$ cat src/rtl/hss_pkg.sv
package hss_pkg;
  typedef struct packed {
    logic stat_dis;
    logic cmd;
    logic load_low;
    logic vout_high;
    logic tj_over;
    logic tj_restart;
    logic tj_sclr;
    logic uv;
  } hss_flags_t;

  localparam int unsigned FLAG_W = $bits(hss_flags_t);

  typedef enum logic [1:0] {
    ACT_NONE  = 2'd0,
    ACT_LOAD  = 2'd1,
    ACT_THERM = 2'd2,
    ACT_UV    = 2'd3
  } hss_act_e;
endpackage

$ cat src/rtl/hss_sync.sv
module hss_sync #(
  parameter int unsigned WIDTH = 1
) (
  input  logic             clk_i,
  input  logic             rst_ni,
  input  logic [WIDTH-1:0] d_i,
  output logic [WIDTH-1:0] q_o
);
  logic [WIDTH-1:0] meta_q, sync_q;

  always_ff @(posedge clk_i or negedge rst_ni) begin
    if (!rst_ni) begin
      meta_q <= '0;
      sync_q <= '0;
    end else begin
      meta_q <= d_i;
      sync_q <= meta_q;
    end
  end

  assign q_o = sync_q;
endmodule

$ cat src/rtl/hss_qual_dly.sv
module hss_qual_dly #(
  parameter int unsigned TICKS = 4
) (
  input  logic clk_i,
  input  logic rst_ni,
  input  logic cond_i,
  output logic done_o
);
  localparam int unsigned CW = (TICKS < 2) ? 1 : $clog2(TICKS);
  localparam logic [CW-1:0] RELOAD = CW'(TICKS - 1);

  logic [CW-1:0] cnt_q;

  always_ff @(posedge clk_i or negedge rst_ni) begin
    if (!rst_ni)              cnt_q <= RELOAD;
    else if (!cond_i)         cnt_q <= RELOAD;
    else if (cnt_q != '0)     cnt_q <= cnt_q - 1'b1;
  end

  assign done_o = cond_i && (cnt_q == '0);

  // a dropped condition restarts the wait
  assert_dly_restart_R9: assert property (@(posedge clk_i) disable iff (!rst_ni)
    (!cond_i && TICKS > 1) |=> !done_o);
endmodule

$ cat src/rtl/hss_thermal.sv
module hss_thermal #(
  parameter int unsigned T_OT = 8
) (
  input  logic clk_i,
  input  logic rst_ni,
  input  logic over_i,
  input  logic restart_i,
  input  logic sclr_i,
  output logic hold_o,
  output logic stat_o
);
  logic over_done;

  hss_qual_dly #(.TICKS(T_OT)) u_ot_dly (
    .clk_i (clk_i),
    .rst_ni(rst_ni),
    .cond_i(over_i),
    .done_o(over_done)
  );

  always_ff @(posedge clk_i or negedge rst_ni) begin
    if (!rst_ni) begin
      hold_o <= 1'b0;
      stat_o <= 1'b0;
    end else begin
      if (over_i)                 hold_o <= 1'b1;
      else if (restart_i)         hold_o <= 1'b0;
      if (over_done)              stat_o <= 1'b1;
      else if (sclr_i)            stat_o <= 1'b0;
    end
  end

  assert_stat_sticky_R4: assert property (@(posedge clk_i) disable iff (!rst_ni)
    (stat_o && !sclr_i) |=> stat_o);
endmodule

$ cat src/rtl/hss_diag_ctrl.sv
module hss_diag_ctrl
  import hss_pkg::*;
#(
  parameter int unsigned T_OT   = 5000,
  parameter int unsigned T_OLON = 50000,
  parameter int unsigned T_POL  = 187500,
  parameter int unsigned T_STK  = 45000
) (
  input  logic clk_i,
  input  logic rst_ni,
  input  logic cmd_i,
  input  logic stat_dis_i,
  input  logic load_low_i,
  input  logic vout_high_i,
  input  logic tj_over_i,
  input  logic tj_restart_i,
  input  logic tj_sclr_i,
  input  logic uv_i,
  output logic gate_en_o,
  output logic stat_pull_o,
  output logic stat_hiz_o
);
  localparam int unsigned POL_W = (T_POL < 2) ? 1 : $clog2(T_POL);
  localparam logic [POL_W-1:0] POL_LOAD = POL_W'(T_POL - 1);

  hss_flags_t raw, s;
  logic [FLAG_W-1:0] s_vec;

  assign raw = '{stat_dis: stat_dis_i, cmd: cmd_i, load_low: load_low_i,
                 vout_high: vout_high_i, tj_over: tj_over_i,
                 tj_restart: tj_restart_i, tj_sclr: tj_sclr_i, uv: uv_i};

  hss_sync #(.WIDTH(FLAG_W)) u_sync (
    .clk_i (clk_i),
    .rst_ni(rst_ni),
    .d_i   (raw),
    .q_o   (s_vec)
  );
  assign s = hss_flags_t'(s_vec);

  logic therm_hold, therm_stat;
  hss_thermal #(.T_OT(T_OT)) u_therm (
    .clk_i    (clk_i),
    .rst_ni   (rst_ni),
    .over_i   (s.tj_over),
    .restart_i(s.tj_restart),
    .sclr_i   (s.tj_sclr),
    .hold_o   (therm_hold),
    .stat_o   (therm_stat)
  );

  logic olon_done, stk_done;
  hss_qual_dly #(.TICKS(T_OLON)) u_olon_dly (
    .clk_i (clk_i),
    .rst_ni(rst_ni),
    .cond_i(s.cmd && s.load_low),
    .done_o(olon_done)
  );
  hss_qual_dly #(.TICKS(T_STK)) u_stk_dly (
    .clk_i (clk_i),
    .rst_ni(rst_ni),
    .cond_i(!s.cmd && s.vout_high),
    .done_o(stk_done)
  );

  // off-state tail of an on-state open load
  logic             cmd_d, olon_q, cmd_fall;
  logic [POL_W-1:0] pol_cnt;
  logic             pol_pull;

  assign cmd_fall = cmd_d && !s.cmd;

  always_ff @(posedge clk_i or negedge rst_ni) begin
    if (!rst_ni) begin
      cmd_d   <= 1'b0;
      olon_q  <= 1'b0;
      pol_cnt <= '0;
    end else begin
      cmd_d  <= s.cmd;
      olon_q <= olon_done;
      if (cmd_fall && olon_q)   pol_cnt <= POL_LOAD;
      else if (s.cmd)           pol_cnt <= '0;
      else if (pol_cnt != '0)   pol_cnt <= pol_cnt - 1'b1;
    end
  end

  assign pol_pull = (pol_cnt != '0) || (cmd_fall && olon_q);

  hss_act_e act;
  logic     pull_d, gate_d;

  always_comb begin
    if (s.uv)                               act = ACT_UV;
    else if (therm_hold || therm_stat)      act = ACT_THERM;
    else if (olon_done || pol_pull || stk_done) act = ACT_LOAD;
    else                                    act = ACT_NONE;
  end

  always_comb begin
    unique case (act)
      ACT_UV:    pull_d = 1'b0;
      ACT_THERM: pull_d = s.cmd && therm_stat;
      ACT_LOAD:  pull_d = 1'b1;
      default:   pull_d = 1'b0;
    endcase
    gate_d = s.cmd && !s.uv && !therm_hold;
  end

  always_ff @(posedge clk_i or negedge rst_ni) begin
    if (!rst_ni) begin
      gate_en_o   <= 1'b0;
      stat_pull_o <= 1'b0;
      stat_hiz_o  <= 1'b0;
    end else begin
      gate_en_o   <= gate_d;
      stat_pull_o <= pull_d && !s.stat_dis;
      stat_hiz_o  <= s.stat_dis;
    end
  end

  assert_hiz_quiet_R1: assert property (@(posedge clk_i) disable iff (!rst_ni)
    stat_hiz_o |-> !stat_pull_o);
  assert_ot_gate_off_R3: assert property (@(posedge clk_i) disable iff (!rst_ni)
    therm_hold |=> !gate_en_o);
  assert_uv_gate_off_R8: assert property (@(posedge clk_i) disable iff (!rst_ni)
    s.uv |=> !gate_en_o);
  assert_uv_no_pull_R8: assert property (@(posedge clk_i) disable iff (!rst_ni)
    s.uv |=> !stat_pull_o);
  assert_therm_cmd_R10: assert property (@(posedge clk_i) disable iff (!rst_ni)
    (therm_hold && !s.cmd && !s.uv) |=> !stat_pull_o);
endmodule

$ cat config.mk
export PLATFORM = sky130hd
export DESIGN_NAME = hss_diag_ctrl
export DESIGN_NICKNAME = d
export VERILOG_FILES = /design/src/rtl/hss_pkg.sv /design/src/rtl/hss_sync.sv /design/src/rtl/hss_qual_dly.sv /design/src/rtl/hss_thermal.sv /design/src/rtl/hss_diag_ctrl.sv
export SDC_FILE = /design/constraint.sdc
export NUM_CORES = 1
export LEC_CHECK = 0
export BUFFER_PORTS_ARGS = -buffer_cell sky130_fd_sc_hd__clkbuf_2
export CORE_MARGIN = 2
export CORE_UTILIZATION = 55
export CTS_BUF_LIST = sky130_fd_sc_hd__clkbuf_4 sky130_fd_sc_hd__clkbuf_8
export CTS_CLUSTER_SIZE = 16
export DETAILED_ROUTE_END_ITERATION = 16
export PLACE_DENSITY_LB_ADDON = 0.2
export SYNTH_ARGS = -nofsm -noshare
export SYNTH_HDL_FRONTEND = slang
export SYNTH_SLANG_ARGS = --single-unit
export TNS_END_PERCENT = 1
$ cat constraint.sdc
create_clock -name clk_i -period 2.7 [get_ports clk_i]
set_input_delay 0.27 -clock clk_i [delete_from_list [all_inputs] [get_ports clk_i]]
set_output_delay 0.27 -clock clk_i [all_outputs]
set_load 0.02 [all_outputs]
==> flow_summary.toml <==
[logic_synthesis]
syn-cell-area_um2 = 4390
async_flop_share = 1.00
ys_seq_elements = 86
synth_top_family_by_area = "simple AND/OR/NAND/NOR gates"
synthCells = 421
ys_types = 61
synth.area.mux_share = 0.0205
ys_top_cells_by_area = "dfrtp_1 34%, dfstp_2 16%, a21oi_1 2.9%"
synth_enable_flop_cells = 0
yosys.area_share.xor_xnor = 0.0140
yosysTopAreaCell = "dfrtp_1"
synth_top_area_frac = 0.337
synth_nets = 440
syn_area_per_cell_um2 = 10.4
synth_compound_area_frac = 0.171
synth_fa_ha_area_frac = 0.0257
ys_seq_area_frac = 0.498
synth-main-ff-cell = "dfrtp_1"
synthSimpleGateAreaFrac = 0.243
yosysWarningCount = 0

[final_layout]
fin_util = 0.634
num-nets-final = 468
final_cells = 556
area_growth_syn_to_layout_pct = 11.6
insertedDiodeCount = 0
fillers = 618
finalInstanceArea_um2 = 4900
final_layout_size_suffix_gt1_frac = 0.196

[worst_setup_path]
cp_max_fo = 6
cp.arrival_ns = 2.65
ff2ff_setup_slack_ns = 0.32
startpoint_type = "flop"
r2r_cells = 6
slowest_stage = "nor4_2"
cp_top_family = "simple AND/OR/NAND/NOR gates"
criticalPathCategory = "flop to flop"
worstPathRequired_ns = 2.96
cp_cell_sequence = "nor4_2 > and2_0 > nor3b_1 > o41ai_1 > ha_1 > nor3_1"
end_kind = "flop"
crit_buf_inv = 0
max_stage_delay_ns = 0.48
cp.depth = 6

[die]
die_width_um = 93.3
dieArea_um2 = 8710
die_h_um = 93.3
rows = 32
initial_core_util = 0.568
core-area_um2 = 7730
ios = 13

[global_routing]
track_usage = 0.219
antenna_found_initial = 0
grt_max_degree = 83
grt_pass1_wl_um = 15100
grt_overflow_total = 0
first_global_vias = 3305

[routing]
via_count = 3351
ant_nets = 0
via_per_inst = 6.03
drt-pass1-iter-count = 4
drt_iter0_drc = 174
post-route-drc-count = 0
post_drt_wl_per_cell_um = 15.4
drt_wl_total_um = 8560

[place]
placed_cell_area_um2 = 4600
port_buffers = 12
gp_congestion = 0.811
dpl.hpwl_um = 5800
place_inst = 532

[sta]
finClkSkew_ns = 0.00920
rsz0062_at_grt = "false"
worst_pin_slew_ns = 0.984
finalCriticalPeriod_ns = 2.38
setup_tns_ns = 0
hold_viol_final = 0
holdWs_ns = 0.0583
setup_viol = 0
slew_headroom = 0.344
drv_slew = 0
fmax_mhz = 420
min_period_over_period = 0.882

[pwr]
switching_share = 0.238
p_seq_frac = 0.557
power_density_nw_per_um2 = 489
p_sw_w = 0.000570
power.share.combinational = 0.042
leakagePower_nw = 2.04
clkPwrFrac = 0.401
internal_power_w = 0.00182
ir_worst_vdd_v = 0.000379

[clock_network]
htree_levels = 3
clock_sinks = 86
clkLatencyLatePin_ns = 0.35
cts_root_buf = "clkbuf_8"
clkTransAtPathRegs_ns = 0.09
postCtsHoldBufs = 8
cts_tree = "built"
cts_inserted_buffers = 9
cts-resized-gates = 0
cts.path.max_buffers = 2
post_cts_buffers = 0

[job]
maxCapViolations = 0

[min_path]
min_path_type = "input port to async pin"

[run_status]
status = "completed"
[cell usage after synthesis, types with 5 or more instances]
library cell	n
dfrtp_1	59
nand2_1	31
dfstp_2	27
a21oi_1	25
nor2_1	21
o21ai_0	20
or3_1	19
inv_1	15
nand3_1	15
or4_1	11
and2_1	10
nand2b_1	10
nor4_1	10
a211oi_1	9
clkbuf_1	9
ha_1	9
mux2i_1	9
nor3_1	9
o31ai_1	9
a31oi_1	7
a211o_1	5
buf_2	5
or2_2	5
[kinds of logic after synthesis]
| kind of cell | Yosys count |
|---|---|
| compound gates | 106 |
| xor+xnor | 7 |
| fa+ha+maj | 9 |
| buf+inv | 30 |
| flops | 86 |
| mux | 9 |
| simple gates | 174 |
[final cells by class]
cell class,instances,area (µm²),area share
Sequential cell,86,2190,0.446
Multi-Input combinational cell,305,2080,0.425
Timing Repair Buffer,32,233,0.0475
Clock buffer,10,138,0.0281
Tap cell,102,128,0.0261
Clock inverter,6,76.3,0.0156
Inverter,15,56.3,0.0115
[path summary, 6_finish.rpt]
path	startpoint	to
max in group asynchronous	rst_ni	u_stk_dly.cnt_q[8]$_DFFE_PN1N_
min reg2reg	u_sync.meta_q[5]$_DFF_PN0_	u_sync.q_o[5]$_DFF_PN0_
max	u_stk_dly.cnt_q[9]$_DFFE_PN1N_	stat_pull_o$_DFF_PN0_
min in group clk_i	u_sync.meta_q[5]$_DFF_PN0_	u_sync.q_o[5]$_DFF_PN0_
min	rst_ni	pol_cnt[8]$_DFFE_PN0P_
max reg2reg	u_stk_dly.cnt_q[9]$_DFFE_PN1N_	stat_pull_o$_DFF_PN0_
[through the flow]
stage | total power [W] | setup slack, ns
floorplan | 0.00140 | 0.417
global placement | 0.00145 | 0.450
detailed placement | 0.00145 | 0.318
CTS | 0.00243 | 0.274
global route | 0.00250 | 0.0571
finish | 0.00239 | 0.318
[cell usage in the layout, fill, tap and decap left out, drive strengths merged, types with 5 or more instances in the layout]
cell type and n:
a31oi 7, o21ai 20, dfrtp 59, dfstp 27, nand2b 10, nor3 10
a211oi 9, a211o 5, nand3 15, nor2 21, or3 19, a21oi 25
mux2i 9, inv 19, dlygate4sd3 8, buf 13, nand2 31, nor4 16
ha 9, or2 5, or4 13, o31ai 11, and2 11, clkbuf 21
[power groups by stage]
stage | sequential [W] | combinational [W] | clock [W]
finish | 0.00133 | 0.000101 | 0.000960
floorplan | 0.00135 | 0.0000471 | 0
global placement | 0.00136 | 0.0000904 | 0
CTS | 0.00133 | 0.000103 | 0.000992
detailed placement | 0.00136 | 0.0000938 | 0
global route | 0.00134 | 0.000117 | 0.00104
[sequential cells by signal, summed over array words and instances (netlist names)]
| signal | cells |
|---|---|
| u_therm.stat_o | 1 |
| cmd_d | 1 |
| u_therm.hold_o | 1 |
| u_sync.q_o | 8 |
| pol_cnt | 18 |
| u_stk_dly.cnt_q | 16 |
| u_olon_dly.cnt_q | 16 |
| u_therm.u_ot_dly.cnt_q | 13 |
| stat_pull_o | 1 |
| u_sync.meta_q | 8 |
| gate_en_o | 1 |
| olon_q | 1 |
| stat_hiz_o | 1 |
[layer usage]
| metal | vias up | share of wire | global-route usage | wire, µm |
|---|---|---|---|---|
| li1 | 1645 | - | - | - |
| met1 | 1631 | 0.46 | 0.288 | 3970 |
| met2 | 65 | 0.49 | 0.354 | 4180 |
| met3 | 10 | 0.035 | 0.0653 | 301 |
| met4 | 0 | 0.012 | 0.0613 | 100 |
| met5 | - | 0 | 0 | 0 |
Power figures use the tool's default switching activity.
